`src/rtl/uart_regbank_bridge.sv`:
```
module uart_regbank_bridge #(
  parameter int NREG = 4,
  parameter int TICK_DIV = 2,
  parameter int TO_CHARS = 4,
  parameter logic [15:0] UPD_ADDR = 16'h8000
) (
  input  logic                 clk,
  input  logic                 rst_n,
  input  logic                 rxd,
  output logic                 txd,
  output logic [NREG*32-1:0]   ctrl_out,
  input  logic [NREG*32-1:0]   status_in
);
  localparam int IW = (NREG > 1) ? $clog2(NREG) : 1;
  localparam int DW = (TICK_DIV > 1) ? $clog2(TICK_DIV) : 1;
  localparam int TO_TICKS = TO_CHARS * 160;
  localparam int TW = $clog2(TO_TICKS + 1);

  logic [DW-1:0] div_q;
  logic [1:0] rx_sync;
  logic rx_prev, rx_busy, rx_done, rx_ferr;
  logic [3:0] rx_cnt, rx_bit;
  logic [7:0] rx_sh;
  logic [2:0] fr_cnt;
  logic [39:0] fr_buf;
  logic [TW-1:0] to_cnt;
  logic [31:0] shadow [NREG];
  logic [31:0] snap [NREG];
  logic tx_busy;
  logic [IW-1:0] tx_reg;
  logic [2:0] tx_byte;
  logic [3:0] tx_bit, tx_cnt;
  logic [7:0] tx_cur;
  logic tx_val;

  wire tick = (div_q == DW'(TICK_DIV - 1));
  wire rx_in = rx_sync[1];
  wire [47:0] frame = {fr_buf, rx_sh};
  wire fr_last = rx_done && (fr_cnt == 3'd5);
  wire [15:0] f_addr = frame[47:32];
  wire [31:0] f_data = frame[31:0];
  wire upd = fr_last && (f_addr == UPD_ADDR) && (f_data == 32'd0) && !tx_busy;
  wire wr = fr_last && (f_addr < 16'(NREG));
  wire to_hit = tick && (fr_cnt != 3'd0) && (to_cnt == TW'(TO_TICKS - 1));
  wire [47:0] tx_word = {16'(tx_reg), snap[tx_reg]};

  always_ff @(posedge clk or negedge rst_n)
    if (!rst_n) div_q <= '0;
    else div_q <= tick ? '0 : div_q + 1'b1;

  always_ff @(posedge clk or negedge rst_n) begin
    if (!rst_n) begin
      rx_sync <= 2'b11; rx_prev <= 1'b1; rx_busy <= 1'b0;
      rx_cnt <= '0; rx_bit <= '0; rx_sh <= '0;
      rx_done <= 1'b0; rx_ferr <= 1'b0;
    end else begin
      rx_sync <= {rx_sync[0], rxd};
      rx_done <= 1'b0;
      rx_ferr <= 1'b0;
      if (tick) begin
        rx_prev <= rx_in;
        if (!rx_busy) begin
          if (rx_prev && !rx_in) begin
            rx_busy <= 1'b1; rx_cnt <= '0; rx_bit <= '0;
          end
        end else if (rx_bit == 4'd0) begin
          if (rx_cnt == 4'd7) begin
            if (rx_in) rx_busy <= 1'b0;
            else begin rx_cnt <= '0; rx_bit <= 4'd1; end
          end else rx_cnt <= rx_cnt + 1'b1;
        end else if (rx_cnt == 4'd15) begin
          rx_cnt <= '0;
          if (rx_bit == 4'd9) begin
            rx_busy <= 1'b0; rx_done <= rx_in; rx_ferr <= !rx_in;
          end else begin
            rx_sh <= {rx_in, rx_sh[7:1]}; rx_bit <= rx_bit + 1'b1;
          end
        end else rx_cnt <= rx_cnt + 1'b1;
      end
    end
  end

  always_ff @(posedge clk or negedge rst_n) begin
    if (!rst_n) begin
      fr_cnt <= '0; fr_buf <= '0; to_cnt <= '0;
    end else if (rx_ferr || to_hit) begin
      fr_cnt <= '0; to_cnt <= '0;
    end else if (rx_done) begin
      fr_buf <= {fr_buf[31:0], rx_sh};
      fr_cnt <= fr_last ? 3'd0 : fr_cnt + 1'b1;
      to_cnt <= '0;
    end else if (tick && fr_cnt != 3'd0) begin
      to_cnt <= to_cnt + 1'b1;
    end
  end

  always_ff @(posedge clk or negedge rst_n) begin
    if (!rst_n) begin
      ctrl_out <= '0;
      for (int i = 0; i < NREG; i++) begin shadow[i] <= '0; snap[i] <= '0; end
    end else begin
      if (wr) shadow[f_addr[IW-1:0]] <= f_data;
      if (upd)
        for (int i = 0; i < NREG; i++) begin
          ctrl_out[i*32 +: 32] <= shadow[i];
          snap[i] <= status_in[i*32 +: 32];
        end
    end
  end

  always_comb begin
    tx_cur = tx_word[8*(3'd5 - tx_byte) +: 8];
    if (tx_bit == 4'd0) tx_val = 1'b0;
    else if (tx_bit == 4'd9) tx_val = 1'b1;
    else tx_val = tx_cur[3'(tx_bit - 4'd1)];
  end

  always_ff @(posedge clk or negedge rst_n) begin
    if (!rst_n) begin
      txd <= 1'b1; tx_busy <= 1'b0; tx_reg <= '0;
      tx_byte <= '0; tx_bit <= '0; tx_cnt <= '0;
    end else begin
      txd <= tx_busy ? tx_val : 1'b1;
      if (upd) begin
        tx_busy <= 1'b1; tx_reg <= '0; tx_byte <= '0; tx_bit <= '0; tx_cnt <= '0;
      end else if (tx_busy && tick) begin
        if (tx_cnt == 4'd15) begin
          tx_cnt <= '0;
          if (tx_bit == 4'd9) begin
            tx_bit <= '0;
            if (tx_byte == 3'd5) begin
              tx_byte <= '0;
              if (tx_reg == IW'(NREG - 1)) tx_busy <= 1'b0;
              else tx_reg <= tx_reg + 1'b1;
            end else tx_byte <= tx_byte + 1'b1;
          end else tx_bit <= tx_bit + 1'b1;
        end else tx_cnt <= tx_cnt + 1'b1;
      end
    end
  end

  logic [NREG*32-1:0] snap_flat;
  always_comb
    for (int i = 0; i < NREG; i++) snap_flat[i*32 +: 32] = snap[i];
endmodule

```
`config.mk`:
```
export PLATFORM = sky130hd
export DESIGN_NAME = uart_regbank_bridge
export DESIGN_NICKNAME = d
export VERILOG_FILES = /design/src/rtl/uart_regbank_bridge.sv
export SDC_FILE = /design/constraint.sdc
export NUM_CORES = 1
export LEC_CHECK = 0
export BUFFER_PORTS_ARGS = -buffer_cell sky130_fd_sc_hd__buf_2
export CORE_ASPECT_RATIO = 1.5
export CORE_MARGIN = 5
export CORE_UTILIZATION = 30
export CTS_CLUSTER_DIAMETER = 60
export CTS_CLUSTER_SIZE = 10
export DETAILED_ROUTE_END_ITERATION = 8
export SYNTH_ARGS = -nofsm -noshare
export SYNTH_HDL_FRONTEND = slang
export SYNTH_SLANG_ARGS = --single-unit
export TNS_END_PERCENT = 20
```
`constraint.sdc`:
```
create_clock -name clk -period 2.6 [get_ports clk]
set_input_delay 0.13 -clock clk [delete_from_list [all_inputs] [get_ports clk]]
set_output_delay 0.13 -clock clk [all_outputs]
set_load 0.005 [all_outputs]
```
==> impl_summary.log <==
[metrics] vertical die dimension: 324 um
[metrics] number of register bits inferred by synthesis: 475
[metrics] total via count in the routed design: 12458
[metrics] RSZ-0062 raised after global routing: true
[metrics] most used cell, CP: sky130_fd_sc_hd__buf_6
[metrics] Post-Synth Simple-Gate Area: 0.0434
[metrics] most frequently used flop master after synthesis: sky130_fd_sc_hd__dfrtp_1
[metrics] initial antenna violation count: 2
[metrics] proportion of layout cells with a drive suffix above 1: 0.498
[metrics] Core Area: 65500 sq um
[metrics] horizontal die dimension: 219 um
[metrics] area of the die: 71100 sq um
[metrics] hold slack: 0.0627 ns
[metrics] Yosys Warn Count: 0
[metrics] initial core utilization: 0.302
[metrics] # IOs: 260
[metrics] Async SR Flop Fraction: 1.00
[metrics] synthesized instance count: 1299
[metrics] GR Overflow Total: 0
[metrics] number of synthesized flops with an enable pin: 0
[metrics] reg-to-reg slack, setup: -0.006 ns
[metrics] synthesized-area fraction occupied by adder cells: 0.0101
[metrics] series of cell instances along the critical path: inv_2 -> ha_4 -> nand2_4 -> nor3_2 -> nand4_1 -> or4_4 -> buf_6 -> nor3b_4 -> buf_6 -> buf_12 -> mux2_4
[metrics] area grow syn2layout: 31.4%
[metrics] overall fraction of global-route tracks in use: 0.141
[metrics] relative max-transition margin: 0.586
[metrics] clock period minus worst slack: 2.61 ns
[metrics] result of the run: finished, violations left
[metrics] average footprint of a synthesized cell: 15.2 sq um
[metrics] Final Hold Viols: 0
[metrics] period utilisation layout: 1.00
[metrics] Reg clk slew, reported paths: 0.06 ns
[metrics] share of synthesized area occupied by flip-flops and latches: 0.602
[metrics] Crit path max-delay family: simple AND/OR/NAND/NOR gates
[metrics] unique cell type count in the Yosys netlist: 59
[metrics] setup TNS: -0.0117 ns
[metrics] total of endpoints with negative setup slack in the final report: 6
[metrics] dominant cell type by area after synthesis: sky130_fd_sc_hd__dfrtp_1
[metrics] Buf/Inv on CP: 4
[metrics] post-detailed-routing wire length: 51400 um
[metrics] dominant combinational cell family by area after synthesis: multiplexers
[metrics] maximum number of pins on one net before global-route repair: 69
[metrics] area share of the largest cell type after synthesis: 0.597
[metrics] CTS H-Tree Depth: 2
[metrics] first-pass GRT wire length: 78900 um
[metrics] drt via density: 4.66
[metrics] total number of nets in the final design: 1921
[metrics] post-detailed-route DRC marker count: 0
[metrics] power per cell area: 592 nW/um^2
[metrics] total standard cell area after synthesis: 19700 sq um
[metrics] CP arrival: 3.05 ns
[metrics] buffer cell driving the clock tree root: sky130_fd_sc_hd__clkbuf_16
[metrics] detailed-route wire length per cell: 19.2 um
[metrics] Peak VDD IR: 0.490 mV
[metrics] Max Transition Viols Final: 0
[metrics] detailed router's first-iteration violation count: 625
[metrics] cell types with the largest area share after synthesis: sky130_fd_sc_hd__dfrtp_1 (60%), sky130_fd_sc_hd__mux2_2 (22%), sky130_fd_sc_hd__mux4_2 (3.2%)
[metrics] largest incremental delay on the critical path: 0.51 ns
[metrics] DRT antenna net count: 0
[metrics] CTS tree: built
[metrics] deepest clock path buffer count: 3
[metrics] path type of the worst min-delay path: input pin to asynchronous set/reset pin
[metrics] Core Rows: 115
[metrics] XOR/XNOR Fraction of Synth Area: 0.00665
[metrics] Worst Setup End Kind: flop
[metrics] Worst Max-Slew Pin Slew: 0.621 ns
[metrics] clk_skew: 0.0492 ns
[metrics] crit path kind: flop to flop
[metrics] violated checks: negative setup slack
[metrics] complex-gate fraction of the synthesized area: 0.0209
[metrics] standard cell with the maximum stage delay on the critical path: sky130_fd_sc_hd__or4_4
[metrics] fill cell instance count of the final layout: 6001
[metrics] area occupied by registers: 11900 sq um
[metrics] count of max-cap constraint violations: 0
[metrics] total nets after synthesis: 1446
[metrics] final weighted congestion in routability-driven placement: 0.777
[metrics] maximum achievable frequency: 384 MHz
[metrics] largest registers: ctrl_out x128, shadow x128, snap x128
[metrics] number of global-route vias before repair: 13661
[metrics] port bufs: 259
[metrics] number of buffers created by CTS: 54
[metrics] CP max FO: 6
[metrics] clock latency on the worst-skew pair: 0.61 ns
[metrics] leak pwr: 13.2 nW
[metrics] detailed-router iteration count before antenna repair: 4
[metrics] footprint of the multi-input gates: 7650 sq um
[metrics] worst setup slack after layout: -0.00568 ns
[metrics] Setup crit start kind: flop
[metrics] total clock sinks: 475
[metrics] DP Wirelength: 34600 um
[metrics] mux contribution to synthesized area: 0.293
[metrics] required time at the worst-slack endpoint: 3.05 ns
## metrics by stage
step	cell area [sq um]	util	instances	power, mW	setup WS [ns]
finish	25900	0.396	2674	15.4	-0.00568
global route	25900	0.396	2672	16.0	-0.108
CTS	25400	0.389	2659	15.6	0.00152
detailed placement	22600	0.345	2452	8.47	-0.0464
global placement	22600	0.345	2452	8.44	-0.0488
floorplan	19700	-	1299	8.03	0.201
## worst paths after layout
path,cells past startpoint,start,to
hold reg to reg,0,rx_sync[0],rx_sync[1]
hold / removal,2,rst_n,snap[113]
max in group asynchronous,3,rst_n,rx_sync[0]
setup / recovery,11,fr_cnt[1],shadow[60]
setup reg to reg,11,fr_cnt[1],shadow[60]
min in group clk,2,rxd,rx_sync[0]
## cells by family (layout without fill, tap and decap cells)
kind of cell	Yosys count	in the layout
AOI/OAI and AO/OA	66	66
adders and majority gates	16	16
DFF	475	475
muxes	478	478
other	0	2
and+or+nand+nor	167	168
xor gates and xnor gates	15	15
buffers and inverters	82	577
## where the power goes
| part | switching, mW | internal (mW) | total (mW) |
|---|---|---|---|
| logic | 0.480 | 0.436 | 0.916 |
| registers | 0.101 | 7.49 | 7.59 |
| clock network | 2.93 | 3.92 | 6.85 |
## final cells by class
| cell class | instances | share of cell area |
|---|---|---|
| diodes | 2 | 0.000193 |
| clock buffers | 72 | 0.0555 |
| clock inverters | 5 | 0.00347 |
| inverters | 16 | 0.00231 |
| multi-input cells | 743 | 0.295 |
| flip-flops and latches | 475 | 0.459 |
| well taps | 877 | 0.0423 |
| repair buffers | 484 | 0.143 |
## cell usage in the layout (no fill, tap or decap), drive strengths merged, types with 17 or more instances in the layout
master / Yosys / layout
nand3: 24 / 24
mux2: 435 / 435
a21oi: 18 / 18
dfrtp: 471 / 471
dlygate4sd3: 0 / 130
o21ai: 22 / 22
buf: 50 / 348
clkbuf: 16 / 78
mux4: 28 / 28
nand2: 40 / 40
inv: 16 / 17
nor2: 36 / 36
## synthesized netlist by cell type (16+ instances only)
cell type	count
sky130_fd_sc_hd__mux2_4	30
sky130_fd_sc_hd__mux2_2	393
sky130_fd_sc_hd__buf_2	28
sky130_fd_sc_hd__mux4_2	28
sky130_fd_sc_hd__dfrtp_1	471
sky130_fd_sc_hd__clkbuf_1	16
sky130_fd_sc_hd__a21oi_1	18
sky130_fd_sc_hd__ha_1	16
sky130_fd_sc_hd__nor2_1	36
sky130_fd_sc_hd__o21ai_0	21
sky130_fd_sc_hd__nand3_1	24
sky130_fd_sc_hd__nand2_1	40
## what timing repair did
action,in CTS,in global routing
gates cloned,0,8
setup endpoints to repair,128,242
resized for setup,4,71
endpoints found under the hold margin,238,0
pin swaps,1,6
hold buffers,130,0
setup buffers,0,5
## routing by layer
layer  up-vias  routed length (um)  GRT usage
met2       323               26200      0.248
met1      6388               20200      0.168
met4         0                1980     0.0540
met5         -                   0          0
met3       113                3140     0.0323
li1       5634                   -          -
(Power assumes the default switching activity.)
